**src/rtl/csk_pkg.sv**
```systemverilog
package csk_pkg;

    // per-bit carry behaviour: pass the incoming carry or produce one
    typedef struct packed {
        logic prop;
        logic gen;
    } pg_bit_t;

    // one slice's outcome
    typedef struct packed {
        logic prop_all;
        logic rip_out;
        logic carry_out;
    } grp_stat_t;

    function automatic pg_bit_t make_pg(input logic x, input logic y);
        pg_bit_t r;
        r.prop = x ^ y;
        r.gen  = x & y;
        return r;
    endfunction

    function automatic logic sel2(input logic s, input logic d1, input logic d0);
        return s ? d1 : d0;
    endfunction

endpackage

```
**src/rtl/csk_pg_gen.sv**
```systemverilog
module csk_pg_gen
    import csk_pkg::*;
#(
    parameter int WIDTH = 32
) (
    input  logic [WIDTH-1:0]    a,
    input  logic [WIDTH-1:0]    b,
    output pg_bit_t [WIDTH-1:0] pg
);

    for (genvar i = 0; i < WIDTH; i++) begin : g_bit
        assign pg[i] = make_pg(a[i], b[i]);
    end

endmodule

```
**src/rtl/csk_group.sv**
```systemverilog
module csk_group
    import csk_pkg::*;
#(
    parameter int GRP = 4
) (
    input  pg_bit_t [GRP-1:0] pg,
    input  logic [GRP-1:0]    a_bits,
    input  logic              c_in,
    output logic [GRP-1:0]    s_out,
    output grp_stat_t         stat
);

    logic [GRP:0] chain;

    assign chain[0] = c_in;

    for (genvar j = 0; j < GRP; j++) begin : g_cell
        // carry selector: pass when propagating, else operand bit (== gen)
        assign chain[j+1] = sel2(pg[j].prop, chain[j], a_bits[j]);
        assign s_out[j]   = pg[j].prop ^ chain[j];
    end

    logic all_p;
    always_comb begin
        all_p = 1'b1;
        for (int j = 0; j < GRP; j++) begin
            all_p = all_p & pg[j].prop;
        end
    end

    assign stat.prop_all  = all_p;
    assign stat.rip_out   = chain[GRP];
    assign stat.carry_out = chain[GRP] | (all_p & c_in);

endmodule

```
**src/rtl/csk_out_stage.sv**
```systemverilog
module csk_out_stage #(
    parameter int WIDTH   = 32,
    parameter bit REG_OUT = 1'b1
) (
    input  logic             clk,
    input  logic             rst,
    input  logic [WIDTH-1:0] d_sum,
    input  logic             d_cout,
    output logic [WIDTH-1:0] q_sum,
    output logic             q_cout
);

    if (REG_OUT) begin : g_reg
        always_ff @(posedge clk) begin
            if (rst) begin
                q_sum  <= '0;
                q_cout <= 1'b0;
            end else begin
                q_sum  <= d_sum;
                q_cout <= d_cout;
            end
        end
    end else begin : g_comb
        logic unused_clk;
        assign unused_clk = clk ^ rst;
        assign q_sum  = d_sum;
        assign q_cout = d_cout;
    end

endmodule

```
**src/rtl/csk_adder.sv**
```systemverilog
module csk_adder
    import csk_pkg::*;
#(
    parameter int WIDTH   = 32,
    parameter int GRP     = 4,
    parameter bit REG_OUT = 1'b1
) (
    input  logic             clk,
    input  logic             rst,
    input  logic [WIDTH-1:0] a,
    input  logic [WIDTH-1:0] b,
    input  logic             cin,
    output logic [WIDTH-1:0] sum,
    output logic             cout
);

    localparam int NGRP = WIDTH / GRP;

    if ((WIDTH % GRP) != 0 || GRP < 1) begin : g_bad_cfg
        $error("csk_adder: GRP must divide WIDTH");
    end

    pg_bit_t [WIDTH-1:0] pg;
    logic [NGRP:0]       grp_carry;
    logic [NGRP-1:0]     grp_prop;
    logic [WIDTH-1:0]    raw_sum;

    csk_pg_gen #(.WIDTH(WIDTH)) i_pg (
        .a  (a),
        .b  (b),
        .pg (pg)
    );

    assign grp_carry[0] = cin;

    for (genvar g = 0; g < NGRP; g++) begin : g_slice
        grp_stat_t st;
        csk_group #(.GRP(GRP)) i_grp (
            .pg     (pg[g*GRP +: GRP]),
            .a_bits (a[g*GRP +: GRP]),
            .c_in   (grp_carry[g]),
            .s_out  (raw_sum[g*GRP +: GRP]),
            .stat   (st)
        );
        assign grp_prop[g]    = st.prop_all;
        assign grp_carry[g+1] = st.carry_out;
    end

    csk_out_stage #(.WIDTH(WIDTH), .REG_OUT(REG_OUT)) i_out (
        .clk    (clk),
        .rst    (rst),
        .d_sum  (raw_sum),
        .d_cout (grp_carry[NGRP]),
        .q_sum  (sum),
        .q_cout (cout)
    );

endmodule

```
**config.mk**
```make
export PLATFORM = sky130hd
export DESIGN_NAME = csk_adder
export DESIGN_NICKNAME = d
export VERILOG_FILES = /design/src/rtl/csk_pkg.sv /design/src/rtl/csk_pg_gen.sv /design/src/rtl/csk_group.sv /design/src/rtl/csk_out_stage.sv /design/src/rtl/csk_adder.sv
export SDC_FILE = /design/constraint.sdc
export NUM_CORES = 1
export LEC_CHECK = 0
export CORE_ASPECT_RATIO = 2
export CORE_MARGIN = 5
export CORE_UTILIZATION = 55
export DETAILED_ROUTE_END_ITERATION = 16
export DONT_BUFFER_PORTS = 1
export GPL_TIMING_DRIVEN = 0
export PLACE_DENSITY = 0.7
export REMOVE_ABC_BUFFERS = 1
export SLEW_MARGIN = 20
export SYNTH_ARGS = -nofsm -noshare
export SYNTH_HDL_FRONTEND = slang
export SYNTH_SLANG_ARGS = --single-unit
```
**constraint.sdc**
```tcl
create_clock -name clk -period 6.1 [get_ports clk]
set_input_delay 1.22 -clock clk [delete_from_list [all_inputs] [get_ports clk]]
set_output_delay 1.22 -clock clk [all_outputs]
set_load 0.02 [all_outputs]
```
=== Word level (Yosys, flattened, before mapping) ===
Cells that the tools add are included.

* Register bits after elaboration: 33
* Memories: 0
* Memory bits (writable): 0
* Latch bits: 0
* Bits in read-only memories: 0
* Logic and storage cells: 138

* Equal/unequal tests: 0
* Add/subtract/negate cells: 0
* Order comparisons: 0
* Shifts and indexed selects: 0
* Div/mod/pow operators: 0
* Reduce and logical (&&, ||, !) cells: 0
* $mul: 0
* Mux-type cells: 32
* Bitwise operators: 104

{| class="wikitable"
|+ Operators with widths
! operator !! count
|-
| $xor 1x1->1 || 64
|-
| $and 1x1->1 || 32
|-
| $mux 1 || 32
|-
| $or 1x1->1 || 8
|}

=== Longest topological paths before layout ===
* Depth after elaboration: 41
* Depth in mapped cells: 17

=== Hierarchy ===
A second synthesis with hierarchy kept.

* Cells, all modules: 285
* Area total of the unflattened synthesis: 2441.1 um2

{| class="wikitable"
|+ By module, submodules not included
! module !! cells each !! area each (um2) !! instances
|-
| csk_group || 23 || 143.9 || 8
|-
| csk_out_stage || 69 || 889.6 || 1
|-
| csk_pg_gen || 32 || 400.4 || 1
|}

=== Worst setup path before layout ===
No wires, ideal clock.

* Path type: input to register
* Start: input a[4]
* End: register i_out.q_sum[31]
* Required time: 5977 ps
* Cell stages on the path: 17
* Data arrival time: 5112 ps
* Setup slack: 865 ps
* Cell sequence: or2_2 -> a2bb2oi_1 -> o21ai_2 -> o2111ai_1 -> a32o_1 -> a22o_1 -> o31a_1 -> a31oi_1 -> a222oi_1 -> o31a_1 -> o221a_1 -> o32a_1 -> o221ai_1 -> o211ai_1 -> maj3_2 -> o21ai_1 -> mux2_1

* Longest elaborated chain between the ends: 35
* Elaborated cells between the ends (all ways): 44

{| class="wikitable"
|+ RTL lines
! element !! line !! text
|-
| start, declared || csk_adder.sv:10 || <nowiki>input logic [WIDTH-1:0] a,</nowiki>
|-
| $xor 1x1->1 || csk_pkg.sv:18 || <nowiki>r.prop = x ^ y;</nowiki>
|-
| $mux 1 or $and 1x1->1 (tied branches) (3 in a row) || csk_pkg.sv:24, csk_group.sv:27 ||
|-
| $mux 1 or $and 1x1->1 (tied branches) || csk_pkg.sv:24, csk_group.sv:33 ||
|-
| $or 1x1->1 (*) || csk_group.sv:33 || <nowiki>assign stat.carry_out = chain[GRP] | (all_p & c_in);</nowiki>
|-
| $mux 1 (4 in a row) || csk_pkg.sv:24 || <nowiki>return s ? d1 : d0;</nowiki>
|-
| $or 1x1->1 (*) || csk_group.sv:33 ||
|-
| $mux 1 (4 in a row) || csk_pkg.sv:24 ||
|-
| $or 1x1->1 (*) || csk_group.sv:33 ||
|-
| $mux 1 (4 in a row) || csk_pkg.sv:24 ||
|-
| $or 1x1->1 (*) || csk_group.sv:33 ||
|-
| $mux 1 (4 in a row) || csk_pkg.sv:24 ||
|-
| $or 1x1->1 (*) || csk_group.sv:33 ||
|-
| $mux 1 (4 in a row) || csk_pkg.sv:24 ||
|-
| $or 1x1->1 (*) || csk_group.sv:33 ||
|-
| $mux 1 (*) (3 in a row) || csk_pkg.sv:24 ||
|-
| $xor 1x1->1 (*) || csk_group.sv:20 || <nowiki>assign s_out[j] = pg[j].prop ^ chain[j];</nowiki>
|-
| end signal, assigned || csk_out_stage.sv:19 || <nowiki>q_sum <= d_sum;</nowiki>
|-
| end, declared || csk_out_stage.sv:9 || <nowiki>output logic [WIDTH-1:0] q_sum,</nowiki>
|}

Every way passes the cells marked *; elsewhere a longest branch is shown, timed or not.
A chain may end at the register's enable or synchronous reset.

=== Final worst setup path ===
Ends and elaborated chain as after synthesis.

==> out/qor.yml <==
clock_tree:
  cts_resized: 0
  numCtsBuffers: 5
  root_buffer: "clkbuf_8"
  h-tree-depth: 2
  hold_buffers: 0
  cts.reportedPaths.clkPinSlew_ns: 0.07
  clkSinkCount: 33
  clk_path_buf_depth: 2
  cts_setup_buffers: 0
  tritoncts: "done"
synthesis:
  synth_area_mm2: 0.00214
  yosysSeqAreaShare: 0.308
  synth_top_family_by_area: "XOR/XNOR gates"
  ys_types: 40
  synth_fa_ha_area_frac: 0.0613
  synthSimpleGateAreaFrac: 0.162
  synth_compound_area_frac: 0.207
  yosys_warnings: 0
  syn_area_per_cell_um2: 8.14
  ys_ff_latch: 33
  synth_xor_area_frac: 0.237
  netlist_instances: 263
  muxShareOfSynthArea: 0.00526
floorplanning:
  core_area_mm2: 0.00380
  num_rows: 32
  fp.dieH_um: 98.3
  io_pins: 100
  die_width_um: 54.1
  die_area_mm2: 0.00532
  start_util: 0.563
timing:
  fin_tns_setup_ns: 0
  period_needed_ns: 5.25
  fmax_ghz: 0.190
  hold_viol: 0
  fin_crit_sh: 0.861
  relSlewSlack: 0.725
  worst_pin_slew_ns: 0.412
  rsz0062_at_grt: "no"
  setup_viol: 0
  maxSlewViolCount: 0
routing:
  post_drt_wl_per_cell_um: 14.8
  drt-total-wl_um: 4690
  via_per_inst: 5.75
  vias: 1827
  drc_errors: 0
  antenna_left: 0
  drt-initial-drc-count: 15
  firstDrtPassIters: 4
grt:
  use_met3: 0.0672
  grt_pass1_wl_um: 7440
  grt_overflow_total: 0
  track_usage: 0.185
  grt_busiest_layer: "met2"
  use_met2: 0.362
  antenna_found_initial: 0
  grt_pass1_vias: 1832
  grt_max_degree: 35
  grt_use_met1: 0.143
placed_design:
  place.port_buffers: 0
  gp_congestion: 0.795
  dp_hpwl_um: 3880
critical_path:
  end_kind: "register"
  start_kind: "primary input"
  worst-path-max-fanout: 5
  worstPathRequired_ns: 6.27
  crit_type: "in2reg"
  crit_arrival_ns: 5.42
run_status:
  run_status: "complete, no violations"
final_layout:
  drive_above_1_share: 0.0449
  post-route-util: 0.598
  diodes: 0
  final_nets: 333
  synthToLayoutAreaGrowth_pct: 6.13
flow_run:
  drv_cap: 0
power_and_ir_drop:
  p_per_area_mw_per_mm2: 257
  vdd_ir_drop_max_mv: 0.144
  p_leak_nw: 0.880
hold_path:
  holdCritPathClass: "in2reg"
[per-stage QoR]
stage	std cells	setup WS [ns]	power (mW)	area, µm²	hold slack [ns]
after detailed placement	310	0.532	0.434	2190	1.30
after global routing	318	0.627	0.623	2270	0.981
final	318	0.850	0.584	2270	1.00
after global placement	310	0.518	0.431	2190	1.29
after floorplan	259	0.865	0.413	2130	1.29
after CTS	318	0.831	0.592	2270	0.998
[cell families (layout without fill, tap and decap cells)]
family	after synthesis	in the layout
xor+xnor	58	58
buf+inv	11	15
compound gates	65	65
fa+ha+maj	13	13
mux	1	1
simple gates	82	82
flops	33	33
[path summary, 6_finish.rpt]
path | start | end | slack [ns] | depth (start not counted)
setup / recovery | a[4] | i_out.q_sum[31] | 0.85 | 17
hold / removal | rst | i_out.q_cout | 1.00 | 1
[state kept, by name, summed over array words and instances, names as in the netlist]
name          count
i_out.q_cout      1
i_out.q_sum      32
[placed cells by master (no fill, tap or decap), types with 3 or more instances in the layout]
cell type,Yosys,routed
xnor2_1,32,32
o2111ai_1,3,3
nand2_1,17,17
a31oi_1,5,5
xor2_1,26,26
nor2_1,48,48
a21oi_1,13,13
a22o_1,3,3
inv_1,7,7
and2_1,7,7
o21ai_0,15,15
maj3_1,12,12
or2_2,3,3
clkbuf_8,0,5
dfxtp_1,33,33
o221ai_1,4,4
[layer usage]
layer | wire, µm | share of wire
met3 | 407 | 0.087
met5 | 0 | 0
met1 | 1360 | 0.29
met2 | 2790 | 0.60
met4 | 131 | 0.028
[cell type report]
type                    count  area (µm²)
fillers                   387        1530
multi-input cells         219        1440
well taps                  51        63.8
clock inverters             2        10.0
inverters                   7        26.3
clock buffers               6        72.6
flip-flops and latches     33         661
[worst max-delay path: stages]
cell,delay (ns)
or2_2,0.32
a2bb2oi_1,0.15
o21ai_2,0.14
o2111ai_1,0.13
a32o_1,0.31
a22o_1,0.22
o31a_1,0.37
o221ai_1,0.22
a222oi_1,0.14
o31a_1,0.37
o221a_1,0.26
o32a_1,0.40
o221ai_1,0.17
o211ai_1,0.17
maj3_2,0.36
o21ai_1,0.16
mux2_1,0.32
[synth_stat cells]
| cell | n | area share |
|---|---|---|
| nor2_1 | 48 | 0.084 |
| dfxtp_1 | 33 | 0.31 |
| xnor2_1 | 32 | 0.13 |
| xor2_1 | 26 | 0.11 |
| nand2_1 | 17 | 0.030 |
| o21ai_0 | 15 | 0.035 |
| a21oi_1 | 13 | 0.030 |
| maj3_1 | 12 | 0.056 |
| and2_1 | 7 | 0.020 |
| inv_1 | 7 | 0.012 |
| a31oi_1 | 5 | 0.015 |
| o221ai_1 | 4 | 0.016 |
| a22o_1 | 3 | 0.012 |
| clkbuf_1 | 3 | 0.0053 |
| o2111ai_1 | 3 | 0.012 |
| or2_2 | 3 | 0.0088 |
| a21o_1 | 2 | 0.0070 |
| nand3_1 | 2 | 0.0047 |
| nor2b_1 | 2 | 0.0058 |
| o211ai_1 | 2 | 0.0070 |
| o22ai_1 | 2 | 0.0058 |
| o31a_1 | 2 | 0.0082 |
| o31ai_1 | 2 | 0.0070 |
| or3_1 | 2 | 0.0058 |
| a211o_1 | 1 | 0.0041 |
| a221o_1 | 1 | 0.0047 |
| a222oi_1 | 1 | 0.0047 |
| a2bb2oi_1 | 1 | 0.0041 |
| a32o_1 | 1 | 0.0047 |
| buf_1 | 1 | 0.0018 |
| maj3_2 | 1 | 0.0053 |
| mux2_1 | 1 | 0.0053 |
| nor3_1 | 1 | 0.0023 |
| o211a_1 | 1 | 0.0047 |
| o21a_1 | 1 | 0.0035 |
| o21ai_1 | 1 | 0.0023 |
| o21ai_2 | 1 | 0.0041 |
| o221a_1 | 1 | 0.0053 |
| o22a_1 | 1 | 0.0041 |
| o32a_1 | 1 | 0.0047 |
[power by group]
part	internal, mW	total [mW]	switching, mW
sequential	0.246	0.295	0.0493
clock	0.0790	0.157	0.0782
combinational	0.0714	0.132	0.0602
total	0.396	0.584	0.188
(Power assumes the default switching activity.)
